File: src/rtl/sbc_pkg.sv
package sbc_pkg;
  // Front-end selection for the strobe path
  typedef enum logic [0:0] {
    FE_LEVEL = 1'b0,  // strobe level goes straight into the synchronizer
    FE_CATCH = 1'b1   // strobe-clocked catch flop stretches narrow pulses
  } fe_mode_e;

  localparam int unsigned MIN_SYNC_STAGES = 2;
endpackage

File: src/rtl/sbc_sync.sv
module sbc_sync #(
  parameter int unsigned STAGES = 2
) (
  input  logic clk,
  input  logic rst,
  input  logic async_in,
  output logic sync_out
);
  logic [STAGES-1:0] chain;

  genvar g;
  generate
    for (g = 0; g < STAGES; g++) begin : g_stage
      if (g == 0) begin : g_first
        always_ff @(posedge clk) begin
          if (rst) chain[0] <= 1'b0;
          else     chain[0] <= async_in;
        end
      end else begin : g_rest
        always_ff @(posedge clk) begin
          if (rst) chain[g] <= 1'b0;
          else     chain[g] <= chain[g-1];
        end
      end
    end
  endgenerate

  assign sync_out = chain[STAGES-1];
endmodule

File: src/rtl/sbc_catch.sv
module sbc_catch (
  input  logic stb,
  input  logic clr,
  output logic caught
);
  // Set by the strobe's rising edge, cleared once the system domain has seen it
  always_ff @(posedge stb or posedge clr) begin
    if (clr) caught <= 1'b0;
    else     caught <= 1'b1;
  end
endmodule

File: src/rtl/sbc_edge.sv
module sbc_edge (
  input  logic clk,
  input  logic rst,
  input  logic lvl,
  output logic rise
);
  logic lvl_prev;

  always_ff @(posedge clk) begin
    if (rst) lvl_prev <= 1'b0;
    else     lvl_prev <= lvl;
  end

  assign rise = lvl & ~lvl_prev;
endmodule

File: src/rtl/sbc_hold.sv
module sbc_hold #(
  parameter int unsigned W = 8
) (
  input  logic         clk,
  input  logic         rst,
  input  logic         load,
  input  logic [W-1:0] din,
  output logic [W-1:0] dout,
  output logic         vld
);
  always_ff @(posedge clk) begin
    if (rst) begin
      dout <= '0;
      vld  <= 1'b0;
    end else begin
      vld <= load;
      if (load) dout <= din;
    end
  end
endmodule

File: src/rtl/strobe_bus_capture.sv
module strobe_bus_capture #(
  parameter int unsigned      DATA_W      = 8,
  parameter int unsigned      SYNC_STAGES = sbc_pkg::MIN_SYNC_STAGES,
  parameter sbc_pkg::fe_mode_e FRONT_END  = sbc_pkg::FE_LEVEL
) (
  input  logic              clk,
  input  logic              rst,
  input  logic              ext_stb,
  input  logic [DATA_W-1:0] ext_bus,
  output logic              out_valid,
  output logic [DATA_W-1:0] out_data
);
  localparam int unsigned STAGES_USED =
    (SYNC_STAGES < sbc_pkg::MIN_SYNC_STAGES) ? sbc_pkg::MIN_SYNC_STAGES : SYNC_STAGES;

  logic front_lvl;
  logic sync_lvl;
  logic load_en;

  generate
    if (FRONT_END == sbc_pkg::FE_CATCH) begin : g_catch
      logic catch_clr;
      assign catch_clr = rst | sync_lvl;
      sbc_catch u_catch (
        .stb    (ext_stb),
        .clr    (catch_clr),
        .caught (front_lvl)
      );
    end else begin : g_level
      assign front_lvl = ext_stb;
    end
  endgenerate

  sbc_sync #(.STAGES(STAGES_USED)) u_sync (
    .clk      (clk),
    .rst      (rst),
    .async_in (front_lvl),
    .sync_out (sync_lvl)
  );

  sbc_edge u_edge (
    .clk  (clk),
    .rst  (rst),
    .lvl  (sync_lvl),
    .rise (load_en)
  );

  sbc_hold #(.W(DATA_W)) u_hold (
    .clk  (clk),
    .rst  (rst),
    .load (load_en),
    .din  (ext_bus),
    .dout (out_data),
    .vld  (out_valid)
  );
endmodule

File: config.mk
export PLATFORM = sky130hd
export DESIGN_NAME = strobe_bus_capture
export DESIGN_NICKNAME = d
export VERILOG_FILES = /design/src/rtl/sbc_pkg.sv /design/src/rtl/sbc_sync.sv /design/src/rtl/sbc_catch.sv /design/src/rtl/sbc_edge.sv /design/src/rtl/sbc_hold.sv /design/src/rtl/strobe_bus_capture.sv
export SDC_FILE = /design/constraint.sdc
export NUM_CORES = 1
export LEC_CHECK = 0
export BUFFER_PORTS_ARGS = -buffer_cell sky130_fd_sc_hd__buf_2
export CORE_AREA = 2 2 39 41
export DETAILED_ROUTE_END_ITERATION = 16
export DIE_AREA = 0 0 41 43
export SETUP_SLACK_MARGIN = 0.2
export SLEW_MARGIN = 15
export SYNTH_ARGS = -nofsm -noshare
export SYNTH_HDL_FRONTEND = slang
export SYNTH_SLANG_ARGS = --single-unit
File: constraint.sdc
create_clock -name clk -period 1 [get_ports clk]
set_input_delay 0 -clock clk [delete_from_list [all_inputs] [get_ports clk]]
set_output_delay 0 -clock clk [all_outputs]
set_load 0.03 [all_outputs]
# After elaboration in Yosys (flattened, before gate mapping)
# Index checks and enable logic that the tools add are counted.
# W data, S select, Z words.
# word_totals
reg_bits,12
latch_bits,0
mem_bits_rw,0
rom_bits,0
inputBits,11
output_inout_bits,9
wordCells,7
mem_count,0
# classes
add_sub_neg,0
multipliers,0
div_mod_pow,0
magnitude_cmp,0
eq_ne,0
n_shift,0
n_mux,0
bitwise,2
reduce_logical,0
# ops
op,n
$and A1 B1 Y1,1
$not A1 Y1,1

# Longest topological paths before layout
# depth
depth_word,2
mapped_depth,3
mapped_depth_nobuf,2

# Hierarchy
# From an unflattened synthesis, not the netlist that was laid out.
# unflattened
hier_cells,35
area_unflattened_um2,412.9
# modules_own_cells
module,instances,cells_each,area_per_inst_um2,seq_area_each_um2
sbc_hold,1,28,312.8,180.2
sbc_sync,1,4,52.6,40.0
sbc_edge,1,3,47.5,20.0

# Worst setup path after synthesis
# No wires, ideal clock.
# synth_path
kind,register to register
startpoint,reg u_sync.chain[1] (netlist: u_sync.sync_out)
endpoint,reg u_hold.dout[0]
setup_ns,0.118
arrival_ns,0.714
required_time_ns,0.882
setup_slack_ns,0.168
stages_incl_launch_ff,3
path_buffers,0
synth_period_minus_slack_ns,0.832
path_cell_list,dfxtp_1 > and2b_4 > o21ai_1
# synth_via
elab_chain_cells,1
# synth_rtl
item,line,rtl
from (decl),sbc_sync.sv:9,logic [STAGES-1:0] chain;
"from (signal, indexed assignment)",sbc_sync.sv:22,else chain[g] <= chain[g-1];
$and A1 B1 Y1,sbc_edge.sv:14,assign rise = lvl & ~lvl_prev;
to (signal assigned),sbc_hold.sv:17,if (load) dout <= din;
to (decl),sbc_hold.sv:8,"output logic [W-1:0] dout,"
# Every way passes these cells.
# A chain may end at the register's enable or synchronous reset.

# Worst setup path in the final report
# layout_path
startpoint,reg u_edge.lvl_prev
endpoint,reg u_hold.dout[3]
# layout_via
elab_chain_cells,2
# layout_rtl
item,line,rtl
from (decl),sbc_edge.sv:7,logic lvl_prev;
from (signal assigned),sbc_edge.sv:11,else lvl_prev <= lvl;
$not A1 Y1,sbc_edge.sv:14,
$and A1 B1 Y1,sbc_edge.sv:14,
# Every way passes these cells.

==> results.txt <==
- Detailed Route Iter0 Violations: 6
- Critical path capture point type: register
- GRT Residual Overflow: 0
* Number of primary I/O pins: 20
- Number of I/O port buffers: 19
- Floorplan row count: 14
* Max-slew violation count: 0
- 0 antenna diodes ended up in the layout.
- Clock transition time at the flip-flop clock pins of the worst setup and hold paths: 0.07 ns
- The placed instances occupy a cell area of 588 um2.
- Worst endpoint data arrival time: 0.99 ns
* Achievable frequency: 1.20 GHz
- Setup violations remaining at the end of the flow were counted as 0.
* Die boundary width: 41 um
- No sink is reached through more buffers than the 2 on the longest clock path.
- Summing all non-filler instances in the final layout gives an area of 699 um2.
* Avg Inst Size Synth: 11.3 um2
* Tmin final: 0.831 ns
- Cell count after synthesis: 42
* Dominant combinational cell family by area after synthesis: simple AND/OR/NAND/NOR gates
- Post-route ant nets: 0
* Root Driver: clkbuf_4
- Across the routed clock network, the largest skew measured is 0.00304 ns.
* TritonCTS clock tree: yes
- The worst hold path passes through 3 cells.
* Number of antenna violations at the first check in global routing: 0
- Leaving out fill and tap cells, the most frequent cell in the layout is buf_2.
* Vias in the first global route: 305
- The floorplan step defined a die boundary enclosing 1760 um2.
- Number of maximum-capacitance constraint violations: 0
- Post-placement setup slack: 0.161 ns
- Initial Util: 34.4%
- At the end of the flow the core is filled with cells to 50.5%.
* Maximum number of pins on one net before global-route repair: 20
- Die height: 43 um
* Simple-gate portion of the synthesized area: 38.7%
- Latest clock arrival within the worst-skew pair: 0.27 ns
- Setup repair after global routing missed its margin: true
* Adder-cell area share of the yosys netlist: 0%
- Kind of critical path: reg -> reg
- Post-synthesis sequential area ratio: 50.5%
- At the end of the flow, the number of nets in the layout was 80.
- Total of flip-flops plus latches after synthesis: 12
- Post-Route WL: 947 um
- Number of distinct library cells after synthesis: 9
- Summing over every cut layer, the via total after detailed routing is 418.
* Top library cells by usage in the layout, fill and taps aside: buf_2 (11), dfxtp_1 (10), nand2b_1 (8), nand4bb_1 (8)
* Syn_nets: 53
- Register-to-Register Path Depth: 2
* Cell Area, Synth: 475 um2
- Final worst path period share: 83.1%
* Area of the core: 1380 um2
- Setup TNS: 0 ns
- CTS saw 12 sinks.
- At the pin with the least slew margin, the transition time is 0.274 ns.
- Average wire per standard cell: 11.4 um
- Startpoint kind of the worst setup timing path: register
- Detailed-router iteration count before antenna repair: 4
* Worst EP required: 1.16 ns
- After layout, the worst setup slack is 0.169 ns.
- Number of H-tree branching levels: 1
* Wire length of the first global-routing pass: 1.29 mm
* Compound-Gate Fraction of Synth Area: 8.42%
* Area overhead of the layout relative to synthesis: 47.1%
* Clock buffers created by TritonCTS: 3
* Post-synthesis mux area share: 0%
- Final total power: 925 uW
* Detailed placement HPWL: 615 um
* Result of the run: finished, final reports clean
* Hold/Removal Path Class: in -> reg
* Worst-path maximum fanout: 8
- Relative slew slack: 81.7%
- Pwr/cell area: 1320 nW/um2
- During synthesis, Yosys emitted a total of 0 warnings.
- Ratio of cells with drive above 1 in the final layout: 49.3%
- At the end of routability-driven placement, the weighted congestion stood at 0.673.
* Final count of hold timing violations: 0
- Using the TritonRoute via totals, the vias-per-cell ratio works out to 5.04.
* Maximum resistive drop on vdd: 867 uV
- Summed over all cells, the static leakage comes to 0.292 nW.
* Residual DRC: 0
- GRT Overall Usage: 11.2%
- Post-synthesis share of cell area spent on xor and xnor gates: 0%
## cells by family after synthesis
| logic type | count (synthesis) |
|---|---|
| buf+inv | 1 |
| flops | 12 |
| simple gates | 21 |
| compound gates | 8 |
## cell usage after synthesis
cell type,number,share of area (%)
dfxtp_1,12,51
nand2b_1,8,11
nand4bb_1,8,19
o21ai_1,8,8.4
nor2b_1,2,2.6
and2b_1,1,1.6
and2b_4,1,2.1
buf_6,1,2.4
nor2b_4,1,2.9
## power by group
group,total [mW],internal [mW],switching [mW]
registers,0.505,0.493,0.0117
clock network,0.296,0.139,0.157
logic,0.124,0.0660,0.0577
## registers in the layout (all words and copies together), names as in the netlist
signal           count
u_edge.lvl_prev      1
u_hold.dout          8
u_hold.vld           1
u_sync.chain         1
u_sync.sync_out      1
## worst max-delay path: stages (launching register included)
cell and delay, ns:
dfxtp_2 0.33, and2b_4 0.32, o21ai_1 0.07
## per-layer routing
layer / vias to the layer above / track usage (%) / part of all wire, %
met5: - / 0 / 0
met4: 0 / 6.00 / 1.1
met3: 2 / 6.28 / 7.7
met2: 18 / 12.8 / 42
met1: 197 / 16.0 / 49
li1: 201 / - / -
## final cells by class
cell class / count / area [um2]
Tap cell: 16 / 20.0
Clock buffer: 3 / 22.5
Multi-Input combinational cell: 29 / 243
Timing Repair Buffer: 23 / 169
Sequential cell: 12 / 245
Fill cell: 131 / 684
## stage by stage
| stage | cells | hold slack (ns) |
|---|---|---|
| floorplan | 42 | 0.0669 |
| CTS | 83 | 0.00327 |
| detailed placement | 77 | 0.215 |
| global placement | 77 | 0.213 |
| global route | 83 | 0.0106 |
| finish | 83 | 0.0107 |
## repair_timing
| action | CTS | global route |
|---|---|---|
| pin swaps | 0 | 8 |
| hold buffers | 2 | 0 |
| resized for setup | 4 | 22 |
| setup buffers | 1 | 0 |
| hold endpoints to repair | 2 | 0 |
| setup endpoints to repair | 10 | 16 |
## worst paths after layout
kind	from	endpoint	slack [ns]
setup / recovery	u_edge.lvl_prev	u_hold.dout[3]	0.17
setup reg to reg	u_edge.lvl_prev	u_hold.dout[3]	0.17
hold reg to reg	u_sync.chain[0]	u_sync.sync_out	0.44
hold / removal	ext_bus[5]	u_hold.dout[5]	0.01
(Power assumes the default switching activity.)
